==> src/rtl/irq2_pkg.sv <==
package irq2_pkg;
  typedef enum logic [2:0] {
    SENS_RISE = 3'd0,
    SENS_FALL = 3'd1,
    SENS_ANY  = 3'd2,
    SENS_HIGH = 3'd3,
    SENS_LOW  = 3'd4
  } sens_e;

  localparam logic [2:0] ADDR_FLAG = 3'd0;
  localparam logic [2:0] ADDR_EN   = 3'd1;
  localparam logic [2:0] ADDR_PRIO = 3'd2;
  localparam logic [2:0] ADDR_CTRL = 3'd3;
  localparam logic [2:0] ADDR_MODE = 3'd4;
endpackage

==> src/rtl/irq2_detect.sv <==
module irq2_detect
  import irq2_pkg::*;
#(
  parameter int SYNC = 2
) (
  input  logic       clk,
  input  logic       rst_n,
  input  logic       src_in,
  input  logic [2:0] mode,
  output logic       trig
);
  logic [SYNC-1:0] sync_q, sync_d;
  logic            prev_q;
  logic            cur;

  assign cur = sync_q[SYNC-1];

  always_comb begin
    sync_d = {sync_q[SYNC-2:0], src_in};
  end

  always_ff @(posedge clk or negedge rst_n) begin
    if (!rst_n) begin
      sync_q <= '0;
      prev_q <= 1'b0;
    end else begin
      sync_q <= sync_d;
      prev_q <= cur;
    end
  end

  always_comb begin
    case (mode)
      SENS_RISE: trig = cur & ~prev_q;
      SENS_FALL: trig = ~cur & prev_q;
      SENS_ANY:  trig = cur ^ prev_q;
      SENS_HIGH: trig = cur;
      SENS_LOW:  trig = ~cur;
      default:   trig = 1'b0;
    endcase
  end
endmodule

==> src/rtl/irq2_regs.sv <==
module irq2_regs
  import irq2_pkg::*;
#(
  parameter int N = 8,
  localparam int DW = 3 * N
) (
  input  logic          clk,
  input  logic          rst_n,
  input  logic          we,
  input  logic [2:0]    addr,
  input  logic [DW-1:0] wdata,
  output logic [DW-1:0] rdata,
  input  logic [N-1:0]  trig,
  output logic [N-1:0]  flag,
  output logic [N-1:0]  en,
  output logic [N-1:0]  prio,
  output logic          gie,
  output logic          pmode,
  output logic [DW-1:0] modes
);
  logic [N-1:0]  flag_q, flag_d, clr;
  logic [N-1:0]  en_q, prio_q;
  logic [1:0]    ctrl_q;
  logic [DW-1:0] mode_q;
  logic          en_we, prio_we, ctrl_we, mode_we;

  always_comb begin
    en_we   = we && (addr == ADDR_EN);
    prio_we = we && (addr == ADDR_PRIO);
    ctrl_we = we && (addr == ADDR_CTRL);
    mode_we = we && (addr == ADDR_MODE);
    clr     = (we && (addr == ADDR_FLAG)) ? wdata[N-1:0] : '0;
    flag_d  = (flag_q & ~clr) | trig;
  end

  always_ff @(posedge clk or negedge rst_n) begin
    if (!rst_n) begin
      flag_q <= '0;
      en_q   <= '0;
      prio_q <= '0;
      ctrl_q <= '0;
      mode_q <= '0;
    end else begin
      flag_q <= flag_d;
      if (en_we)   en_q   <= wdata[N-1:0];
      if (prio_we) prio_q <= wdata[N-1:0];
      if (ctrl_we) ctrl_q <= wdata[1:0];
      if (mode_we) mode_q <= wdata;
    end
  end

  always_comb begin
    case (addr)
      ADDR_FLAG: rdata = {{(DW-N){1'b0}}, flag_q};
      ADDR_EN:   rdata = {{(DW-N){1'b0}}, en_q};
      ADDR_PRIO: rdata = {{(DW-N){1'b0}}, prio_q};
      ADDR_CTRL: rdata = {{(DW-2){1'b0}}, ctrl_q};
      ADDR_MODE: rdata = mode_q;
      default:   rdata = '0;
    endcase
  end

  assign flag  = flag_q;
  assign en    = en_q;
  assign prio  = prio_q;
  assign gie   = ctrl_q[0];
  assign pmode = ctrl_q[1];
  assign modes = mode_q;

  AST_TRIG_LATCHES: assert property (@(posedge clk) disable iff (!rst_n)
    1'b1 |=> ((flag_q & $past(trig)) == $past(trig)));
  AST_FLAG_HOLDS: assert property (@(posedge clk) disable iff (!rst_n)
    1'b1 |=> ((flag_q & $past(flag_q & ~clr)) == $past(flag_q & ~clr)));
endmodule

==> src/rtl/irq2_nest.sv <==
module irq2_nest (
  input  logic clk,
  input  logic rst_n,
  input  logic hi_pend,
  input  logic lo_pend,
  input  logic ack,
  input  logic ret,
  output logic req,
  output logic take_hi
);
  logic hi_act_q, lo_act_q, hi_act_d, lo_act_d;
  logic hi_ok, lo_ok, ack_hi, ack_lo, ret_hi, ret_lo;

  always_comb begin
    hi_ok    = hi_pend & ~hi_act_q;
    lo_ok    = lo_pend & ~hi_act_q & ~lo_act_q;
    req      = hi_ok | lo_ok;
    take_hi  = hi_ok;
    ack_hi   = ack & req & take_hi;
    ack_lo   = ack & req & ~take_hi;
    ret_hi   = ret & hi_act_q;
    ret_lo   = ret & ~hi_act_q & lo_act_q;
    hi_act_d = (hi_act_q & ~ret_hi) | ack_hi;
    lo_act_d = (lo_act_q & ~ret_lo) | ack_lo;
  end

  always_ff @(posedge clk or negedge rst_n) begin
    if (!rst_n) begin
      hi_act_q <= 1'b0;
      lo_act_q <= 1'b0;
    end else begin
      hi_act_q <= hi_act_d;
      lo_act_q <= lo_act_d;
    end
  end

  AST_HI_ENTRY: assert property (@(posedge clk) disable iff (!rst_n)
    (ack && req && take_hi) |=> hi_act_q);
  AST_LO_ENTRY: assert property (@(posedge clk) disable iff (!rst_n)
    (ack && req && !take_hi) |=> lo_act_q);
  AST_HI_BLOCKS_LO: assert property (@(posedge clk) disable iff (!rst_n)
    hi_act_q |-> !(req && !take_hi));
  AST_RET_HI: assert property (@(posedge clk) disable iff (!rst_n)
    (ret && hi_act_q) |=> !hi_act_q);
  AST_RET_RESTORE: assert property (@(posedge clk) disable iff (!rst_n)
    (ret && hi_act_q && lo_act_q) |=> lo_act_q);
endmodule

==> src/rtl/irq2_ctrl.sv <==
module irq2_ctrl #(
  parameter int         N      = 8,
  parameter int         SYNC   = 2,
  parameter int         VW     = 8,
  parameter logic [7:0] HI_VEC = 8'h08,
  parameter logic [7:0] LO_VEC = 8'h18
) (
  input  logic             clk,
  input  logic             rst_n,
  input  logic [N-1:0]     src_in,
  input  logic             reg_we,
  input  logic [2:0]       reg_addr,
  input  logic [3*N-1:0]   reg_wdata,
  output logic [3*N-1:0]   reg_rdata,
  output logic             irq_req,
  output logic [VW-1:0]    irq_vector,
  input  logic             irq_ack,
  input  logic             irq_ret
);
  localparam int DW = 3 * N;

  logic [N-1:0]  trig, flag, en, prio, hi_sel, lo_sel;
  logic [DW-1:0] modes;
  logic          gie, pmode, hi_pend, lo_pend, take_hi;

  for (genvar i = 0; i < N; i++) begin : g_src
    irq2_detect #(.SYNC(SYNC)) u_det (
      .clk    (clk),
      .rst_n  (rst_n),
      .src_in (src_in[i]),
      .mode   (modes[3*i +: 3]),
      .trig   (trig[i])
    );
  end

  irq2_regs #(.N(N)) u_regs (
    .clk   (clk),
    .rst_n (rst_n),
    .we    (reg_we),
    .addr  (reg_addr),
    .wdata (reg_wdata),
    .rdata (reg_rdata),
    .trig  (trig),
    .flag  (flag),
    .en    (en),
    .prio  (prio),
    .gie   (gie),
    .pmode (pmode),
    .modes (modes)
  );

  always_comb begin
    hi_sel  = flag & en & (pmode ? prio : {N{1'b1}});
    lo_sel  = flag & en & ~prio;
    hi_pend = gie & (|hi_sel);
    lo_pend = gie & pmode & (|lo_sel);
  end

  irq2_nest u_nest (
    .clk     (clk),
    .rst_n   (rst_n),
    .hi_pend (hi_pend),
    .lo_pend (lo_pend),
    .ack     (irq_ack),
    .ret     (irq_ret),
    .req     (irq_req),
    .take_hi (take_hi)
  );

  assign irq_vector = VW'(take_hi ? HI_VEC : LO_VEC);

  AST_REQ_NEEDS_GIE: assert property (@(posedge clk) disable iff (!rst_n)
    irq_req |-> gie);
  AST_FLAT_VECTOR: assert property (@(posedge clk) disable iff (!rst_n)
    (!pmode && irq_req) |-> (irq_vector == VW'(HI_VEC)));
endmodule

==> config.mk <==
export PLATFORM = sky130hd
export DESIGN_NAME = irq2_ctrl
export DESIGN_NICKNAME = d
export VERILOG_FILES = /design/src/rtl/irq2_pkg.sv /design/src/rtl/irq2_detect.sv /design/src/rtl/irq2_regs.sv /design/src/rtl/irq2_nest.sv /design/src/rtl/irq2_ctrl.sv
export SDC_FILE = /design/constraint.sdc
export NUM_CORES = 1
export LEC_CHECK = 0
export ABC_AREA = 1
export CAP_MARGIN = 10
export CORE_MARGIN = 1
export CORE_UTILIZATION = 30
export DETAILED_ROUTE_END_ITERATION = 10
export GPL_TIMING_DRIVEN = 0
export PLACE_DENSITY_LB_ADDON = 0.1
export SLEW_MARGIN = 20
export SYNTH_ARGS = -nofsm -noshare
export SYNTH_HDL_FRONTEND = slang
export SYNTH_SLANG_ARGS = --single-unit
==> constraint.sdc <==
create_clock -name clk -period 3.4 [get_ports clk]
set_input_delay 0.51 -clock clk [delete_from_list [all_inputs] [get_ports clk]]
set_output_delay 0.51 -clock clk [all_outputs]
set_load 0.01 [all_outputs]
; Yosys cells after proc, flatten, opt, wreduce, memory -nomap -nowiden
; Cells that the tools add are included.
[word_totals]
regBits = 76
latchBits = 0
mem_bits_rw = 0
rom_bits = 0
input_bits = 40
out_inout_bits = 33
elab_cells = 156
mem_count = 0
[op_classes]
add_sub_neg = 0
mul = 0
div_mod_pow = 0
magnitude_cmp = 0
eq_ne = 36
n_shift = 0
muxes = 12
bitwise_logic = 69
n_reduce_logical = 16
[op_table]
columns = op, n
row1 = one-hot mux 24 bit (5 select lines), 1
row2 = == test 3 x 2 -> 1 bit (second input constant), 18
row3 = one-hot mux 1 bit (5 select lines), 8
row4 = AND 8 bit, 4
row5 = AND 1 bit, 30
row6 = == test 3 x 1 -> 1 bit (second input constant), 9
row7 = == test 3 bit (second input constant), 9
row8 = logical NOT 3 bit, 9
row9 = NOT 1 bit, 21
row10 = two-way mux 8 bit, 2
row11 = NOT 8 bit, 2
row12 = OR reduction 8 bit, 2
row13 = bitwise OR 8 bit, 1
row14 = XOR 1 bit, 8
row15 = logical AND 1 bit, 5
row16 = two-way mux 5 bit, 1
row17 = bitwise OR 1 bit, 3

; Logic depth before layout (Yosys ltp)
; Gate-level depths: netlist (run 1).
[depth]
word_depth = 10
mapped_depth = 9
mapped_depth_nobuf = 9

; Modules after synthesis
; From an unflattened synthesis (run 1), not the netlist that was laid out.
[unflattened]
hier_cells = 566
hier_area_um2 = 4156.5
[by_module_without_submodules]
columns = mod, n_inst, cells_each, area_each_um2, seq_area_each_um2
row1 = irq2_regs, 1, 302, 2381.0, 1251.2
row2 = irq2_detect, 8, 22, 168.9, 75.1
row3 = irq2_ctrl, 1, 72, 312.8, 0.0
row4 = irq2_nest, 1, 16, 111.4, 50.0

; Worst setup path after synthesis (run 1)
; OpenSTA, ideal clock, no wires.
[synth_path]
kind = in2out
startpoint = input port reg_addr[2]
endpoint = output port reg_rdata[1]
arrival_time_ns = 1.302
t_required_ns = 2.890
path_slack_ns = 1.588
stages = 6
n_path_buf = 1
cell_sequence = buf_6 nor3_2 nand2_1 nand2_1 a21oi_1 nand3_1
[synth_via]
elab_chain_cells = 2
word_cells_on_any_way = 6
cone_classes = eq/ne: 4 / mux: 1 / reduce/logical: 1
[synth_lines]
columns = item, line_no
row1 = "start, declared", irq2_ctrl.sv:12  ; input logic [2:0] reg_addr,
row2 = "== test 3 bit, or another cell as far along", irq2_regs.sv:53  ; case (addr)
row3 = one-hot mux 24 bit (5 select lines) *, irq2_regs.sv:53
row4 = "end, declared", irq2_ctrl.sv:14  ; output logic [3*N-1:0] reg_rdata,
; Every way passes the cells marked *; elsewhere a longest branch is shown, timed or not.

; Worst setup path in the final report (run 1)
[layout_path]
startpoint = input port reg_addr[1]
endpoint = output port reg_rdata[5]
; The elaborated chain is that of the path after synthesis.

==> impl_metrics.toml, run 1 <==
[status]
run_status = "finished, final reports clean"

[sta]
post-route-min-period_ps = 3178
fin_crit_sh_pct = 93.47
fmax_mhz = 314.7
worstMarginPinSlew_ps = 890.1
finalSetupTns_ps = 0
slew_viol_final = 0
grt_setup_unrepaired = "no"
relSlewSlack_pct = 40.34
finalClockSkew_ps = 5.004
setup_violations = 0
hold_violations = 0

[drt]
routed-via-count = 3101
post-route-drc-count = 0
firstDrtPassIters = 5
routed_wl_um = 9467
ant_nets = 0
vias_per_cell = 4.436
dr.first_iter.drc_count = 132
post_drt_wl_per_cell_um = 13.54

[yosys]
synth_compound_area_share_pct = 13.41
synth_fa_ha_area_share_pct = 5.248
syn_area_per_cell_um2 = 8.573
yosys.area_share.xor_xnor_pct = 0
syn_inst = 445
yosys_warnings = 0
synth_top_family_by_area = "simple AND/OR/NAND/NOR gates"
synth-simple-area-share_pct = 21.88
seq_area_frac_synth_pct = 49.85
syn_area_um2 = 3815
synth.area.mux_share_pct = 0
ys_ff_latch = 76
ys_types = 24

[cts]
cts.clk_slew.worst_paths_ps = 50
cts-resized-gates = 0
cts_sinks = 76
cts-hold-fix-buffers = 0
clk_latency_ps = 330
cts_setup_buffers = 0
cts_made_buffers = 9
cts_buffer_depth = 2
cts-root-buf = "clkbuf_16"
cts_tree = "built"
h-tree-depth = 3

[cells_and_area]
areaGrowthSynthToFinish_pct = 30.76
nNetsFinal = 582
stdcell_count = 699
seq_area_um2 = 1902
n_antenna_cell = 0
n_fill_cell = 1307
postLayoutCellArea_um2 = 4989
final_core_util_pct = 40.85
drive_above_1_share_pct = 11.49
multiInputGateArea_um2 = 1573

[critical_path]
cpMaxStageDelayCell = "nor3_2"
cpLargestDelayFamily = "buffers and inverters"
worstPathMaxFanout = 9
crit_type = "in2out"
crit_chain = "clkdlybuf4s50_1 -> nor3_2 -> nand2_1 -> o2111ai_1 -> clkdlybuf4s50_1"
critPathMaxStageDelay_ps = 780
worst-endpoint-arrival_ps = 2670
crit_buf_inv = 2
crit_top_cell = "clkdlybuf4s50_1"
start_kind = "input port"
cp.required_ps = 2890
end_kind = "primary output"

[placed_design]
placed_cells = 683
numPortBuffers = 64
place_congestion = 0.7936
dp_hpwl_um = 6902
placed_cell_area_um2 = 4702

[pwr]
p_leak_nw = 2.375
power.total_mw = 2.629
ir_drop_mv = 0.2558
power_density_nw_per_um2 = 527.1

[global_routing]
grt_pass1_wl_um = 15780
grt_max_degree = 40
grt_pass1_vias = 3103
antenna_found_initial = 0
gr-total-overflow = 0
grtUsageTotal_pct = 15.97

[die]
die_w_um = 114.8
core_um2 = 12210
initial_core_util_pct = 31.24
placementRows = 40
die_y_um = 114.8
pin_count = 73
die_area_um2 = 13170

[worst_hold_path]
hold_class = "in2async"

[job]
cap_violations = 0
-- where the power goes --
group,internal [mW],total (mW),switching [mW],leakage (nW)
registers,1.04,1.15,0.112,0.880
clock network,0.568,0.929,0.361,0.133
logic,0.247,0.552,0.305,1.36
-- layout by cell type, fill, tap and decap left out --
cell / Yosys / final
a21oi_1: 26 / 26
inv_2: 3 / 3
nand3_1: 30 / 30
nand4_1: 8 / 8
nand2_2: 2 / 2
o21ai_2: 16 / 16
nor3_2: 1 / 1
inv_1: 54 / 54
buf_2: 5 / 5
bufinv_16: 0 / 1
buf_12: 0 / 1
clkbuf_1: 0 / 3
nor2_1: 45 / 45
nand2_1: 94 / 94
clkbuf_16: 0 / 9
conb_1: 2 / 7
nor3_1: 1 / 1
nor4b_1: 1 / 1
nand3_2: 1 / 1
dfrtp_1: 76 / 76
ha_1: 16 / 16
clkinvlp_4: 0 / 2
o21ai_0: 41 / 41
buf_4: 7 / 8
nand2_4: 3 / 3
clkinv_2: 0 / 1
nor3_4: 2 / 2
o21ai_1: 2 / 2
buf_6: 6 / 6
clkdlybuf4s50_1: 0 / 63
o2111ai_1: 3 / 3
-- metrics by stage --
stage / hold WS (ps) / worst slack [ps]
2_1_floorplan: 214.4 / 1588
3_3_place_gp: 332.2 / -1077
3_5_place_dp: 334.7 / 215.9
4_1_cts: 173.0 / 211.0
5_1_grt: 190.7 / 124.1
6_report: 162.9 / 222.1
-- cells by family after synthesis --
group | Yosys count
simple gates | 188
compound gates | 88
flops | 76
buf+inv | 75
fa+ha+maj | 16
other cells | 2
-- path summary, 6_finish.rpt --
check | from | endpoint | slack [ps] | cells after the start
max in group asynchronous | rst_n | g_src[7].u_det.sync_q[1]$_DFF_PN0_ | 2640 | 2
max | reg_addr[1] | reg_rdata[5] | 220 | 5
max reg2reg | u_regs.ctrl_q[1]$_DFFE_PN0P_ | u_nest.lo_act_q$_DFF_PN0_ | 2020 | 9
min reg2reg | g_src[2].u_det.sync_q[0]$_DFF_PN0_ | g_src[2].u_det.sync_q[1]$_DFF_PN0_ | 350 | 0
min in group clk | g_src[2].u_det.sync_q[0]$_DFF_PN0_ | g_src[2].u_det.sync_q[1]$_DFF_PN0_ | 350 | 0
min | rst_n | u_nest.lo_act_q$_DFF_PN0_ | 160 | 1
-- state kept, by name (all words and copies together) (netlist names) --
register            cells
u_regs.en               8
u_nest.hi_act_q         1
g_src.u_det.sync_q     16
u_regs.ctrl_q           2
u_nest.lo_act_q         1
u_regs.modes           24
g_src.u_det.prev_q      8
u_regs.flag             8
u_regs.prio             8
-- area by class of cell --
type,count,share of cell area [%]
Sequential cell,76,38.12
Multi-Input combinational cell,299,31.53
Timing Repair Buffer,65,13.19
Clock buffer,12,4.740
Inverter,57,4.289
Tap cell,168,4.214
Buffer,18,2.909
Clock inverter,4,1.003
-- synthesized netlist by cell type --
| library cell | number | area (um^2) |
|---|---|---|
| conb_1 | 2 | 7.510 |
| a21oi_1 | 26 | 130.1 |
| nand2_4 | 3 | 33.78 |
| ha_1 | 16 | 200.2 |
| o2111ai_1 | 3 | 26.28 |
| buf_2 | 5 | 25.02 |
| dfrtp_1 | 76 | 1902 |
| o21ai_2 | 16 | 140.1 |
| nand4_1 | 8 | 50.05 |
| o21ai_1 | 2 | 10.01 |
| nand3_2 | 1 | 10.01 |
| nor3_1 | 1 | 5.000 |
| nor3_2 | 1 | 10.01 |
| nand2_2 | 2 | 12.51 |
| buf_4 | 7 | 52.55 |
| nand3_1 | 30 | 150.1 |
| o21ai_0 | 41 | 205.2 |
| nor4b_1 | 1 | 8.760 |
| inv_2 | 3 | 11.26 |
| inv_1 | 54 | 202.7 |
| nor3_4 | 2 | 32.53 |
| nand2_1 | 94 | 352.8 |
| nor2_1 | 45 | 168.9 |
| buf_6 | 6 | 67.56 |
-- metal layers --
layer  vias up  part of all wire, %  routed length (um)  global-route usage [%]
li1       1590                    -                   -                       -
met1      1436                   46                4397                   20.42
met2        68                   48                4550                   26.55
met4         0                 0.92                  87                   4.156
met5         -                    0                   0                       0
met3         7                  4.6                 431                   4.586
No activity file was read; power rests on OpenSTA's default activity.
==> run 2: changes to the inputs <==
--- a/config.mk
+++ b/config.mk
@@ -8,7 +8,7 @@
 export ABC_AREA = 1
 export CAP_MARGIN = 10
 export CORE_MARGIN = 1
-export CORE_UTILIZATION = 30
+export CORE_UTILIZATION = 47
 export DETAILED_ROUTE_END_ITERATION = 10
 export GPL_TIMING_DRIVEN = 0
 export PLACE_DENSITY_LB_ADDON = 0.1
==> run 2 against run 1 <==
Compared with the run above:
- sequential power hardly changed
- register-to-register slack better by 20 ps
- critical path depth stayed put
- clock-buffer cell count is 2 lower
- clock skew is 3.1 ps higher
- final cell count is 9.9% lower
- flip-flop and latch count stayed put
==> impl_metrics.toml, run 2 (synthesis gave the netlist of run 1 again) <==
[placed_design]
numPortBuffers = 64
place_congestion = 0.8514
dp_hpwl_um = 6477

[critical_path]
crit_chain = "clkdlybuf4s50_1 -> nor3_2 -> nand2_1 -> o2111ai_1 -> clkdlybuf4s50_1"
reg2reg_from = "u_regs.ctrl_q[1]$_DFFE_PN0P_"
reg2reg_to = "u_nest.lo_act_q$_DFF_PN0_"
crit_top_cell = "clkdlybuf4s50_1"
worstPathMaxFanout = 9
cp.required_ps = 2890
start_kind = "input port"
cpMaxStageDelayCell = "nor3_2"
crit_type = "in2out"
end_kind = "primary output"
reg2regPathDepth = 9
worst-endpoint-arrival_ps = 2640
reg2reg_slack_ps = 2040
critPathMaxStageDelay_ps = 750

[drt]
post-route-drc-count = 0
routed-via-count = 3178
routed_wl_um = 8839
dr.first_iter.drc_count = 141
post_drt_wl_per_cell_um = 14.03
ant_nets = 0
vias_per_cell = 5.044
firstDrtPassIters = 4

[cells_and_area]
largest_reg_flops = 24
final_cell_mix = "94 x nand2_1, 76 x dfrtp_1, 63 x clkdlybuf4s50_1"
final_core_util_pct = 61.54
areaGrowthSynthToFinish_pct = 25.94
drive_above_1_share_pct = 11.55
nNetsFinal = 582
n_antenna_cell = 0
final_common_cell = "nand2_1"

[die]
die_y_um = 92.10
die_area_um2 = 8481
pin_count = 73
core_um2 = 7807
die_w_um = 92.10
placementRows = 32
initial_core_util_pct = 48.86

[global_routing]
gr-total-overflow = 0
grt_use_met1_pct = 29.54
grt_pass1_wl_um = 14840
grt_max_degree = 59
use_met2_pct = 38.18
grt.met3_usage_pct = 4.146
grtUsageTotal_pct = 22.84
grt_pass1_vias = 3145
antenna_found_initial = 0
grt-busiest-layer = "met2"

[cts]
cts-root-buf = "clkbuf_8"
h-tree-depth = 3
cts-resized-gates = 0
cts.clk_slew.worst_paths_ps = 70
cts_made_buffers = 9
cts_buffer_depth = 2
cts_setup_buffers = 0
cts_sinks = 76
cts_tree = "built"
clk_latency_ps = 350
cts-hold-fix-buffers = 0

[pwr]
p_switching_mw = 0.7242
power.total_mw = 2.352
internal_power_mw = 1.627
power_density_nw_per_um2 = 489.4
p_leak_nw = 2.340
power_frac_clock_pct = 27.8
p_comb_share_pct = 23.3
power_frac_seq_pct = 48.9
switching_share_pct = 30.80
ir_drop_mv = 0.2345

[sta]
post-route-min-period_ps = 3150
grt_setup_unrepaired = "no"
finalClockSkew_ps = 8.068
fin_crit_sh_pct = 92.65
hold_violations = 0
setup_violations = 0
worstMarginPinSlew_ps = 869.7
relSlewSlack_pct = 41.71
fmax_mhz = 317.5
slew_viol_final = 0

[status]
run_status = "finished, final reports clean"

[job]
cap_violations = 0

[worst_hold_path]
hold_class = "in2async"
run 2: how the worst max path moves through the flow:
stage,depth (start not counted),slack (ps),to,from
after floorplan,6,1590,reg_rdata[1],reg_addr[2]
after global placement,1,-900,g_src[3].u_det.sync_q[0]$_DFF_PN0_,rst_n
after detailed placement,5,280,reg_rdata[6],reg_addr[1]
after CTS,5,270,reg_rdata[6],reg_addr[0]
after global routing,7,90,reg_rdata[0],reg_addr[0]
final,5,250,reg_rdata[6],reg_addr[0]
run 2: final cells by class:
type	instances	area, um^2
clock inverters	3	40.04
fillers	713	3003
clock buffers	10	137.6
plain buffers	18	145.1
multi-input cells	299	1573
repair buffers	65	665.6
inverters	57	214.0
flip-flops and latches	76	1902
well taps	102	127.6
run 2: worst max-delay path: cells and delay by family:
kind,cells,cell delay [ps]
and+or+nand+nor,2,860
buffers and inverters,2,1100
AOI/OAI and AO/OA,1,170
run 2: per-stage QoR:
step | cells | TNS [ps] | setup WS, ps | cell area, um^2 | hold WS [ps]
floorplan | 450 | 0 | 1588 | 3834 | 214.4
global placement | 616 | -68250 | -904.6 | 4602 | 331.6
detailed placement | 617 | 0 | 276.2 | 4627 | 334.7
CTS | 630 | 0 | 274.2 | 4805 | 48.53
global route | 630 | 0 | 90.53 | 4805 | 57.33
finish | 630 | 0 | 250.0 | 4805 | 39.50
run 2: layer usage:
| layer | part of all wire, % | up-vias |
|---|---|---|
| met1 | 45 | 1483 |
| met2 | 49 | 87 |
| li1 | - | 1591 |
| met3 | 3.6 | 17 |
| met5 | 0 | - |
| met4 | 2.0 | 0 |
run 2: power groups by stage:
stage / Sequential [mW] / Combinational, mW / Clock [mW]
floorplan: 1.13 / 0.345 / 0
global placement: 1.16 / 0.532 / 0
detailed placement: 1.16 / 0.551 / 0
CTS: 1.15 / 0.553 / 0.668
global route: 1.17 / 0.625 / 0.706
finish: 1.15 / 0.548 / 0.654
